`config.mk`:
```
export PLATFORM = sky130hd
export DESIGN_NAME = sweep_timer
export DESIGN_NICKNAME = d
export VERILOG_FILES = /design/src/rtl/sweep_timer_pkg.sv /design/src/rtl/sweep_tick_sel.sv /design/src/rtl/sweep_count_core.sv /design/src/rtl/sweep_capture.sv /design/src/rtl/sweep_flag_bank.sv /design/src/rtl/sweep_timer.sv
export SDC_FILE = /design/constraint.sdc
export NUM_CORES = 1
export LEC_CHECK = 0
export BUFFER_PORTS_ARGS = -buffer_cell sky130_fd_sc_hd__buf_2
export CORE_MARGIN = 3
export CORE_UTILIZATION = 57
export DETAILED_ROUTE_END_ITERATION = 7
export PLACE_DENSITY = 0.8
export SKIP_LAST_GASP = 1
export SYNTH_ARGS = -nofsm -noshare
export SYNTH_HDL_FRONTEND = slang
export SYNTH_SLANG_ARGS = --single-unit
```
`constraint.sdc`:
```
create_clock -name clk -period 5 [get_ports clk]
set_input_delay 0.75 -clock clk [delete_from_list [all_inputs] [get_ports clk]]
set_output_delay 0.75 -clock clk [all_outputs]
set_load 0.005 [all_outputs]
```
`src/rtl/sweep_timer_pkg.sv`:
```
package sweep_timer_pkg;
  typedef enum logic [1:0] {
    MODE_STOP = 2'd0,
    MODE_UP   = 2'd1,
    MODE_CONT = 2'd2,
    MODE_UPDN = 2'd3
  } run_mode_e;

  localparam int FLG_LIM  = 0;
  localparam int FLG_ZERO = 1;
  localparam int FLG_CAP  = 2;
  localparam int N_FLAGS  = 3;
endpackage

```
`src/rtl/sweep_tick_sel.sv`:
```
module sweep_tick_sel #(
  parameter int N_SRC = 2,
  localparam int SEL_W = (N_SRC > 1) ? $clog2(N_SRC) : 1
) (
  input  logic [N_SRC-1:0] ticks_i,
  input  logic [SEL_W-1:0] sel_i,
  output logic             tick_o
);
  always_comb begin
    tick_o = 1'b0;
    for (int i = 0; i < N_SRC; i++) begin
      if (sel_i == SEL_W'(i)) tick_o = ticks_i[i];
    end
  end
endmodule

```
`src/rtl/sweep_count_core.sv`:
```
module sweep_count_core
  import sweep_timer_pkg::*;
#(
  parameter int CNT_W = 16
) (
  input  logic             clk,
  input  logic             rst_n,
  input  run_mode_e        mode_i,
  input  logic             tick_i,
  input  logic             clr_i,
  input  logic [CNT_W-1:0] period_i,
  output logic [CNT_W-1:0] count_o,
  output logic             hit_lim_o,
  output logic             hit_zero_o
);
  localparam logic [CNT_W-1:0] ALL_ONES = '1;

  logic [CNT_W-1:0] cnt_q, cnt_d, limit;
  logic             up_q, up_d, falling, advance;

  always_comb begin
    cnt_d   = cnt_q;
    up_d    = up_q;
    falling = 1'b0;
    unique case (mode_i)
      MODE_STOP: ;
      MODE_UP:   cnt_d = (cnt_q == period_i) ? '0 : cnt_q + 1'b1;
      MODE_CONT: cnt_d = cnt_q + 1'b1;
      MODE_UPDN: begin
        if (up_q) begin
          if (cnt_q >= period_i) begin
            falling = 1'b1;
            up_d    = 1'b0;
            cnt_d   = (cnt_q == '0) ? '0 : cnt_q - 1'b1;
          end else begin
            cnt_d = cnt_q + 1'b1;
          end
        end else begin
          if (cnt_q == '0) begin
            up_d  = 1'b1;
            cnt_d = (period_i == '0) ? '0 : CNT_W'(1);
          end else begin
            falling = 1'b1;
            cnt_d   = cnt_q - 1'b1;
          end
        end
      end
      default: ;
    endcase
  end

  assign limit      = (mode_i == MODE_CONT) ? ALL_ONES : period_i;
  assign advance    = tick_i && (mode_i != MODE_STOP) && !clr_i;
  assign hit_lim_o  = advance && !falling && (cnt_d == limit);
  assign hit_zero_o = advance && (mode_i == MODE_UPDN) && falling && (cnt_d == '0);

  always_ff @(posedge clk or negedge rst_n) begin
    if (!rst_n) begin
      cnt_q <= '0;
      up_q  <= 1'b1;
    end else if (clr_i) begin
      cnt_q <= '0;
      up_q  <= 1'b1;
    end else begin
      if (advance) cnt_q <= cnt_d;
      if (mode_i != MODE_UPDN) up_q <= 1'b1;
      else if (advance)        up_q <= up_d;
    end
  end

  assign count_o = cnt_q;
endmodule

```
`src/rtl/sweep_capture.sv`:
```
module sweep_capture #(
  parameter int CNT_W       = 16,
  parameter int SYNC_STAGES = 2
) (
  input  logic             clk,
  input  logic             rst_n,
  input  logic             cap_in_i,
  input  logic [CNT_W-1:0] count_i,
  output logic [CNT_W-1:0] cap_val_o,
  output logic             cap_evt_o
);
  logic [SYNC_STAGES-1:0] sync_q;
  logic                   prev_q;

  for (genvar s = 0; s < SYNC_STAGES; s++) begin : g_sync
    always_ff @(posedge clk or negedge rst_n) begin
      if (!rst_n)     sync_q[s] <= 1'b0;
      else if (s == 0) sync_q[s] <= cap_in_i;
      else             sync_q[s] <= sync_q[(s == 0) ? 0 : s-1];
    end
  end

  assign cap_evt_o = sync_q[SYNC_STAGES-1] && !prev_q;

  always_ff @(posedge clk or negedge rst_n) begin
    if (!rst_n) begin
      prev_q    <= 1'b0;
      cap_val_o <= '0;
    end else begin
      prev_q <= sync_q[SYNC_STAGES-1];
      if (cap_evt_o) cap_val_o <= count_i;
    end
  end
endmodule

```
`src/rtl/sweep_flag_bank.sv`:
```
module sweep_flag_bank #(
  parameter int N = 3
) (
  input  logic         clk,
  input  logic         rst_n,
  input  logic [N-1:0] set_i,
  input  logic [N-1:0] clr_i,
  output logic [N-1:0] flags_o
);
  for (genvar f = 0; f < N; f++) begin : g_flag
    always_ff @(posedge clk or negedge rst_n) begin
      if (!rst_n)        flags_o[f] <= 1'b0;
      else if (set_i[f]) flags_o[f] <= 1'b1;
      else if (clr_i[f]) flags_o[f] <= 1'b0;
    end
  end
endmodule

```
`src/rtl/sweep_timer.sv`:
```
module sweep_timer
  import sweep_timer_pkg::*;
#(
  parameter int               CNT_W        = 16,
  parameter int               SYNC_STAGES  = 2,
  parameter logic [CNT_W-1:0] RESET_PERIOD = '1
) (
  input  logic             clk,
  input  logic             rst_n,
  input  logic [1:0]       mode_i,
  input  logic             src_sel_i,
  input  logic             slow_tick_i,
  input  logic             fast_tick_i,
  input  logic             clr_i,
  input  logic             per_wr_i,
  input  logic [CNT_W-1:0] per_data_i,
  input  logic             irq_en_i,
  input  logic             cap_in_i,
  input  logic [2:0]       flag_clr_i,
  output logic [CNT_W-1:0] count_o,
  output logic [CNT_W-1:0] cap_val_o,
  output logic             lim_flag_o,
  output logic             zero_flag_o,
  output logic             cap_flag_o
);
  logic [CNT_W-1:0]   period_q;
  logic               tick, hit_lim, hit_zero, cap_evt;
  logic [N_FLAGS-1:0] flag_set, flags;
  run_mode_e          mode;

  assign mode = run_mode_e'(mode_i);

  always_ff @(posedge clk or negedge rst_n) begin
    if (!rst_n)        period_q <= RESET_PERIOD;
    else if (per_wr_i) period_q <= per_data_i;
  end

  sweep_tick_sel #(.N_SRC(2)) u_sel (
    .ticks_i ({fast_tick_i, slow_tick_i}),
    .sel_i   (src_sel_i),
    .tick_o  (tick)
  );

  sweep_count_core #(.CNT_W(CNT_W)) u_core (
    .clk        (clk),
    .rst_n      (rst_n),
    .mode_i     (mode),
    .tick_i     (tick),
    .clr_i      (clr_i),
    .period_i   (period_q),
    .count_o    (count_o),
    .hit_lim_o  (hit_lim),
    .hit_zero_o (hit_zero)
  );

  sweep_capture #(.CNT_W(CNT_W), .SYNC_STAGES(SYNC_STAGES)) u_cap (
    .clk       (clk),
    .rst_n     (rst_n),
    .cap_in_i  (cap_in_i),
    .count_i   (count_o),
    .cap_val_o (cap_val_o),
    .cap_evt_o (cap_evt)
  );

  always_comb begin
    flag_set           = '0;
    flag_set[FLG_LIM]  = hit_lim && irq_en_i;
    flag_set[FLG_ZERO] = hit_zero && irq_en_i;
    flag_set[FLG_CAP]  = cap_evt;
  end

  sweep_flag_bank #(.N(N_FLAGS)) u_flags (
    .clk     (clk),
    .rst_n   (rst_n),
    .set_i   (flag_set),
    .clr_i   (flag_clr_i),
    .flags_o (flags)
  );

  assign lim_flag_o  = flags[FLG_LIM];
  assign zero_flag_o = flags[FLG_ZERO];
  assign cap_flag_o  = flags[FLG_CAP];
endmodule

```
## Yosys cells after proc, flatten, opt, wreduce, memory -nomap -nowiden

Cells that the tools add are included.

| operators by class | value |
|---|---|
| equal/unequal tests | 6 |
| muxes and demuxes | 28 |
| magnitude comparators | 1 |
| reduce and logical (&&, ||, !) cells | 24 |
| add/sub/neg operators | 2 |

Operator list:

| kind | count |
|---|---|
| $mux 16 | 8 |
| $logic_not 16->1 | 3 |
| $pmux 16 s3 | 1 |
| $eq 16x16->1 | 2 |
| $mux 1 | 19 |
| $add 16x1->16 const B | 1 |
| $ge 16x16->1 | 1 |
| $sub 16x1->16 const B | 1 |
| $logic_and 1x1->1 | 10 |
| $reduce_bool 2->1 | 5 |
| $reduce_bool 3->1 | 2 |
| $eq 2x2->1 const B | 2 |
| $logic_not 1->1 | 3 |
| $eq 2x1->1 const B | 1 |
| $ne 2x2->1 const B | 1 |
| $reduce_and 2->1 | 1 |

| storage, ports and cells | value |
|---|---|
| register bits after elaboration | 55 |
| output and inout bits | 35 |
| input bits | 30 |
| word-level logic and storage cells | 71 |

## Depth between registers and ports, before layout

| logic depth | value |
|---|---|
| depth in word-level cells | 9 |
| depth in mapped cells | 15 |

## Modules after synthesis

Synthesis repeated with hierarchy kept, for this count alone.

| second synthesis, totals | value |
|---|---|
| cells, all modules | 489 |
| area total of the unflattened synthesis | 4484.3 sq um |

By module, submodules not included:

| module | area each (sq um) | instances | cells each |
|---|---|---|---|
| sweep_count_core | 2944.1 | 1 | 405 |
| sweep_capture | 734.5 | 1 | 38 |
| sweep_timer | 681.9 | 1 | 36 |
| sweep_flag_bank | 108.9 | 1 | 9 |
| sweep_tick_sel | 15.0 | 1 | 1 |

## Worst setup path after synthesis

Ideal clock, no wire load.

| timing path | value |
|---|---|
| kind | reg2reg |
| start | reg period_q[13] |
| end | reg u_flags.flags_o[0] |
| path buffers | 1 |
| path slack | 1594 ps |
| data required time | 4878 ps |
| arrival time | 3284 ps |
| stages on the path, launching flop included | 15 |
| clock period less this slack | 3406 ps |
| cells stage by stage | dfstp_2 -> inv_1 -> ha_1 -> nand4_2 -> or2_1 -> a211o_1 -> and3_4 -> buf_6 -> o311a_1 -> a21boi_0 -> o32ai_1 -> o31a_1 -> o22ai_1 -> and4_1 -> a32o_1 |

| between the ends | value |
|---|---|
| longest elaborated chain between the ends | 9 |
| elaborated cells between the ends (all ways) | 20 |
| those cells by class | order compare (1); eq/ne (2); mux (11); reduce/logical (6) |

RTL lines:

| element | line | source |
|---|---|---|
| start: declaration | sweep_timer.sv:26 | `logic [CNT_W-1:0] period_q;` |
| start signal: assignment | sweep_timer.sv:35 | `else if (per_wr_i) period_q <= per_data_i;` |
| parallel branches: the longest is 6 deep, another holds $ge 16x16->1 | - |  |
| $logic_and 1x1->1 * | sweep_count_core.sv:54 | `assign hit_lim_o = advance && !falling && (cnt_d == limit);` |
| $logic_and 1x1->1 * | sweep_timer.sv:67 | `flag_set[FLG_LIM] = hit_lim && irq_en_i;` |
| $mux 1 / $reduce_bool 2->1 (equally long branches) | - |  |
| end signal: indexed assignment | sweep_flag_bank.sv:12 | `if (!rst_n) flags_o[f] <= 1'b0;` |
| end signal: indexed assignment | sweep_flag_bank.sv:13 | `else if (set_i[f]) flags_o[f] <= 1'b1;` |
| end signal: indexed assignment | sweep_flag_bank.sv:14 | `else if (clr_i[f]) flags_o[f] <= 1'b0;` |
| end: declaration | sweep_flag_bank.sv:8 | `output logic [N-1:0] flags_o` |

Every way passes the cells marked *.
A chain may end at the register's enable or synchronous reset.

## Worst setup path in the final report

| timing path | value |
|---|---|
| start | reg u_core.cnt_q[14], in the netlist u_core.count_o[14] |
| end | reg u_flags.flags_o[0] |

| between the ends | value |
|---|---|
| longest elaborated chain between the ends | 9 |
| elaborated cells between the ends (all ways) | 22 |
| those cells by class | add/sub (2); order compare (1); eq/ne (2); mux (11); reduce/logical (6) |

RTL lines:

| element | line | source |
|---|---|---|
| start: declaration | sweep_count_core.sv:18 | `logic [CNT_W-1:0] cnt_q, cnt_d, limit;` |
| start signal: assignment | sweep_count_core.sv:65 | `if (advance) cnt_q <= cnt_d;` |
| $sub 16x1->16 (tied with other cells) | sweep_count_core.sv:34, sweep_count_core.sv:44 |  |
| $mux 16 (tied with other cells) | sweep_count_core.sv:34 | `cnt_d = (cnt_q == '0) ? '0 : cnt_q - 1'b1;` |
| $mux 16 / $mux 1 (equally long branches) | sweep_count_core.sv:31, sweep_count_core.sv:30 |  |
| $mux 16 / $mux 1 (equally long branches) | sweep_count_core.sv:30, sweep_count_core.sv:25 |  |
| $pmux 16 s3 / $logic_not 1->1 (equally long branches) | sweep_count_core.sv:25, sweep_count_core.sv:54 |  |
| $eq 16x16->1 / $logic_and 1x1->1 (equally long branches) | sweep_count_core.sv:54 |  |
| $logic_and 1x1->1 * | sweep_count_core.sv:54 |  |
| $logic_and 1x1->1 * | sweep_timer.sv:67 |  |
| $mux 1 / $reduce_bool 2->1 (equally long branches) | - |  |

Every way passes the cells marked *; elsewhere a longest branch is shown, timed or not.

==> flow_metrics.tcl <==
set metrics [dict create \
    outcome "complete, no violations" \
    grt_pass1_wl_um 21200 \
    pwr-share-clk_pct 25.5 \
    synthTopCellsByCount "nand2_1 (63), nor2_1 (42), dfrtp_1 (38), o21ai_0 (38)" \
    vdd_ir_drop_max_mv 0.143 \
    die_w_um 90.6 \
    r2r_setup_slack_ns 0.96 \
    crit_path_end "u_flags.flags_o[0]" \
    grt_pass1_vias 3882 \
    period_minus_slack_ns 4.04 \
    p_int_w 0.000762 \
    floorplan.initialDensity_pct 59.4 \
    yosys-mux-area-fraction_pct 5.39 \
    combPwrFrac_pct 29.4 \
    synth_compound_area_share_pct 22.8 \
    finClkSkew_ns 0.00760 \
    ys_ff_latch 55 \
    leakagePower_nw 2.07 \
    cts_resized 0 \
    drc 0 \
    synth_top_family_by_area "simple AND/OR/NAND/NOR gates" \
    grt.total_usage_pct 32.6 \
    core_area_sq_mm 0.00687 \
    syn_nets 536 \
    synth.cell_area_sq_mm 0.00408 \
    synth_edf_count 0 \
    reg2reg_from "u_core.count_o[14]" \
    rr_worst_depth 12 \
    routed_wl_um 13200 \
    finalInstanceArea_sq_mm 0.00455 \
    switching_power_w 0.000410 \
    async_flop_share_pct 100 \
    antenna_found_initial 0 \
    swShare_pct 35.0 \
    utilization_pct 66.3 \
    arrival_ns 4.30 \
    cp_max_fo 12 \
    cts_root_buf "clkbuf_8" \
    hold_violations 0 \
    yosys_warnings 0 \
    holdBufCountCts 0 \
    worstMarginPinSlew_ns 0.962 \
    cts_max_level 2 \
    yosys-top-cells-area "dfrtp_1 (23%), dfstp_2 (11%), ha_1 (5.8%)" \
    syn_avg_cell_area_sq_um 8.38 \
    layout-drive-gt1-share_pct 25.2 \
    fin_crit_sh_pct 80.9 \
    power_w 0.00117 \
    drt_iter0_markers 496 \
    crit_chain "ha_1 -> nand4_2 -> or2_1 -> a211o_1 -> and3_4 -> o21ai_1 -> nor2_1 -> a221oi_2 -> o22ai_1 -> nor4_1 -> a311o_1 -> a32o_1" \
    setup-violations-final 0 \
    port-buffer-count 64 \
    end_kind "register" \
    synth-xor-area-share_pct 2.15 \
    fin_nets 584 \
    fillers 606 \
    drt-pass1-iter-count 5 \
    worst_path_max_delay_cell "dfrtp_1" \
    vias 4044 \
    timing.rr.end "u_flags.flags_o[0]" \
    power_frac_seq_pct 45.1 \
    holdWs_ns 0.364 \
    clkLatencyLatePin_ns 0.32 \
    rsz0062_at_grt "no" \
    path_class "register to register" \
    die_area_sq_mm 0.00821 \
    place_area_sq_mm 0.00445 \
    ys_seq_area_share_pct 34.2 \
    fmax_mhz 247 \
    worstPathRequired_ns 5.26 \
    post_cts_buffers 0 \
    synth_top_area_share_pct 23.3 \
    drv_slew 0 \
    viasPerCell 6.40 \
    drv_cap 0 \
    synth_most_common_cell "nand2_1" \
    min_path_type "register to register" \
    synth.distinct_cells 77 \
    io_pins 65 \
    synth_ff_type "dfrtp_1" \
    grt_max_degree 56 \
    final.setup.tns_ns 0 \
    rows 30 \
    slew_headroom_pct 35.8 \
    tritoncts "built" \
    gp_congestion 0.996 \
    die_h_um 90.6 \
    synth_fa_ha_area_share_pct 5.82 \
    post-dp-hpwl_um 9800 \
    diodes 0 \
    final_antenna_net_count 0 \
    syn_inst 487 \
    wl_per_cell_um 21.0 \
    numCtsBuffers 5 \
    crit_path_start "u_core.count_o[14]" \
    clk_pin_slew_worst_paths_ns 0.10 \
    cts.sinks 55 \
    cts_buffer_depth 2 \
    power.density_mw_per_mm2 257 \
    synth_area_leader_cell "dfrtp_1" \
    area_delta_synth_final_pct 11.6 \
    synthSimpleGateAreaFrac_pct 23.9 \
    max_stage_delay_ns 0.58 \
    start_kind "register" \
    grt-ovfl-total 0 \
]
-- layout make-up --
class | count | area [sq um] | area share (%)
Sequential cell | 55 | 1400 | 30.7
Timing Repair Buffer | 72 | 380 | 8.35
Clock inverter | 3 | 38.8 | 0.852
Inverter | 26 | 97.6 | 2.14
Clock buffer | 5 | 68.8 | 1.51
Tap cell | 96 | 120 | 2.64
Multi-Input combinational cell | 375 | 2450 | 53.8
-- metal layers --
metal	vias up	track usage [%]	part of all wire [%]
met5	-	0	0
met1	1900	47.1	43
met2	231	50.1	45
met4	0	10.8	3.2
li1	1880	-	-
met3	33	4.50	9.0
-- through the flow --
step | setup slack [ns] | std cells
after CTS | 1.05 | 632
after floorplan | 1.59 | 487
after global placement | 1.04 | 624
final | 0.956 | 632
after detailed placement | 1.09 | 624
after global routing | 0.739 | 632
-- power by group through the flow --
stage / Sequential [W] / Clock [W] / Combinational [W]
6_report: 0.000529 / 0.000299 / 0.000345
5_1_grt: 0.000533 / 0.000321 / 0.000379
4_1_cts: 0.000527 / 0.000306 / 0.000338
3_5_place_dp: 0.000535 / 0 / 0.000336
3_3_place_gp: 0.000533 / 0 / 0.000333
2_1_floorplan: 0.000516 / 0 / 0.000237
-- placed cells by master, fill, tap and decap left out, types with 12 or more instances in the layout --
cell type,instances
nor2_1,42
buf_2,64
dfrtp_1,38
nand3_1,17
nand2_1,63
a21oi_1,23
inv_1,26
mux2_2,16
dfstp_2,17
ha_1,19
o21ai_0,38
nor3_1,12
-- logic make-up after synthesis --
group	Yosys count
simple gates	192
compound gates	134
fa+ha+maj	19
mux	20
flops	55
xor+xnor	10
buf+inv	57
-- critical path: cells and delay by family (launching register included) --
| kind | cells | cell delay, ns |
|---|---|---|
| AOI/OAI and AO/OA | 6 | 1.93 |
| adders and majority gates | 1 | 0.43 |
| and+or+nand+nor | 5 | 1.06 |
| DFF | 1 | 0.58 |
-- registers in the layout, summed over array words and instances (netlist names) --
name / count
u_cap.sync_q: 2
u_cap.cap_val_o: 16
u_cap.prev_q: 1
period_q: 16
u_flags.flags_o: 3
u_core.up_q: 1
u_core.count_o: 16
-- how the worst min path moves through the flow --
stage	start	end	slack (ns)	cells past startpoint
after floorplan	u_cap.sync_q[0]	u_cap.sync_q[1]	0.33	0
after global placement	u_cap.sync_q[0]	u_cap.sync_q[1]	0.34	0
after detailed placement	u_cap.sync_q[0]	u_cap.sync_q[1]	0.34	0
after CTS	u_cap.sync_q[0]	u_cap.sync_q[1]	0.37	0
after global routing	u_cap.sync_q[0]	u_cap.sync_q[1]	0.38	0
final	u_cap.sync_q[0]	u_cap.sync_q[1]	0.36	0
No activity file was read; power rests on OpenSTA's default activity.
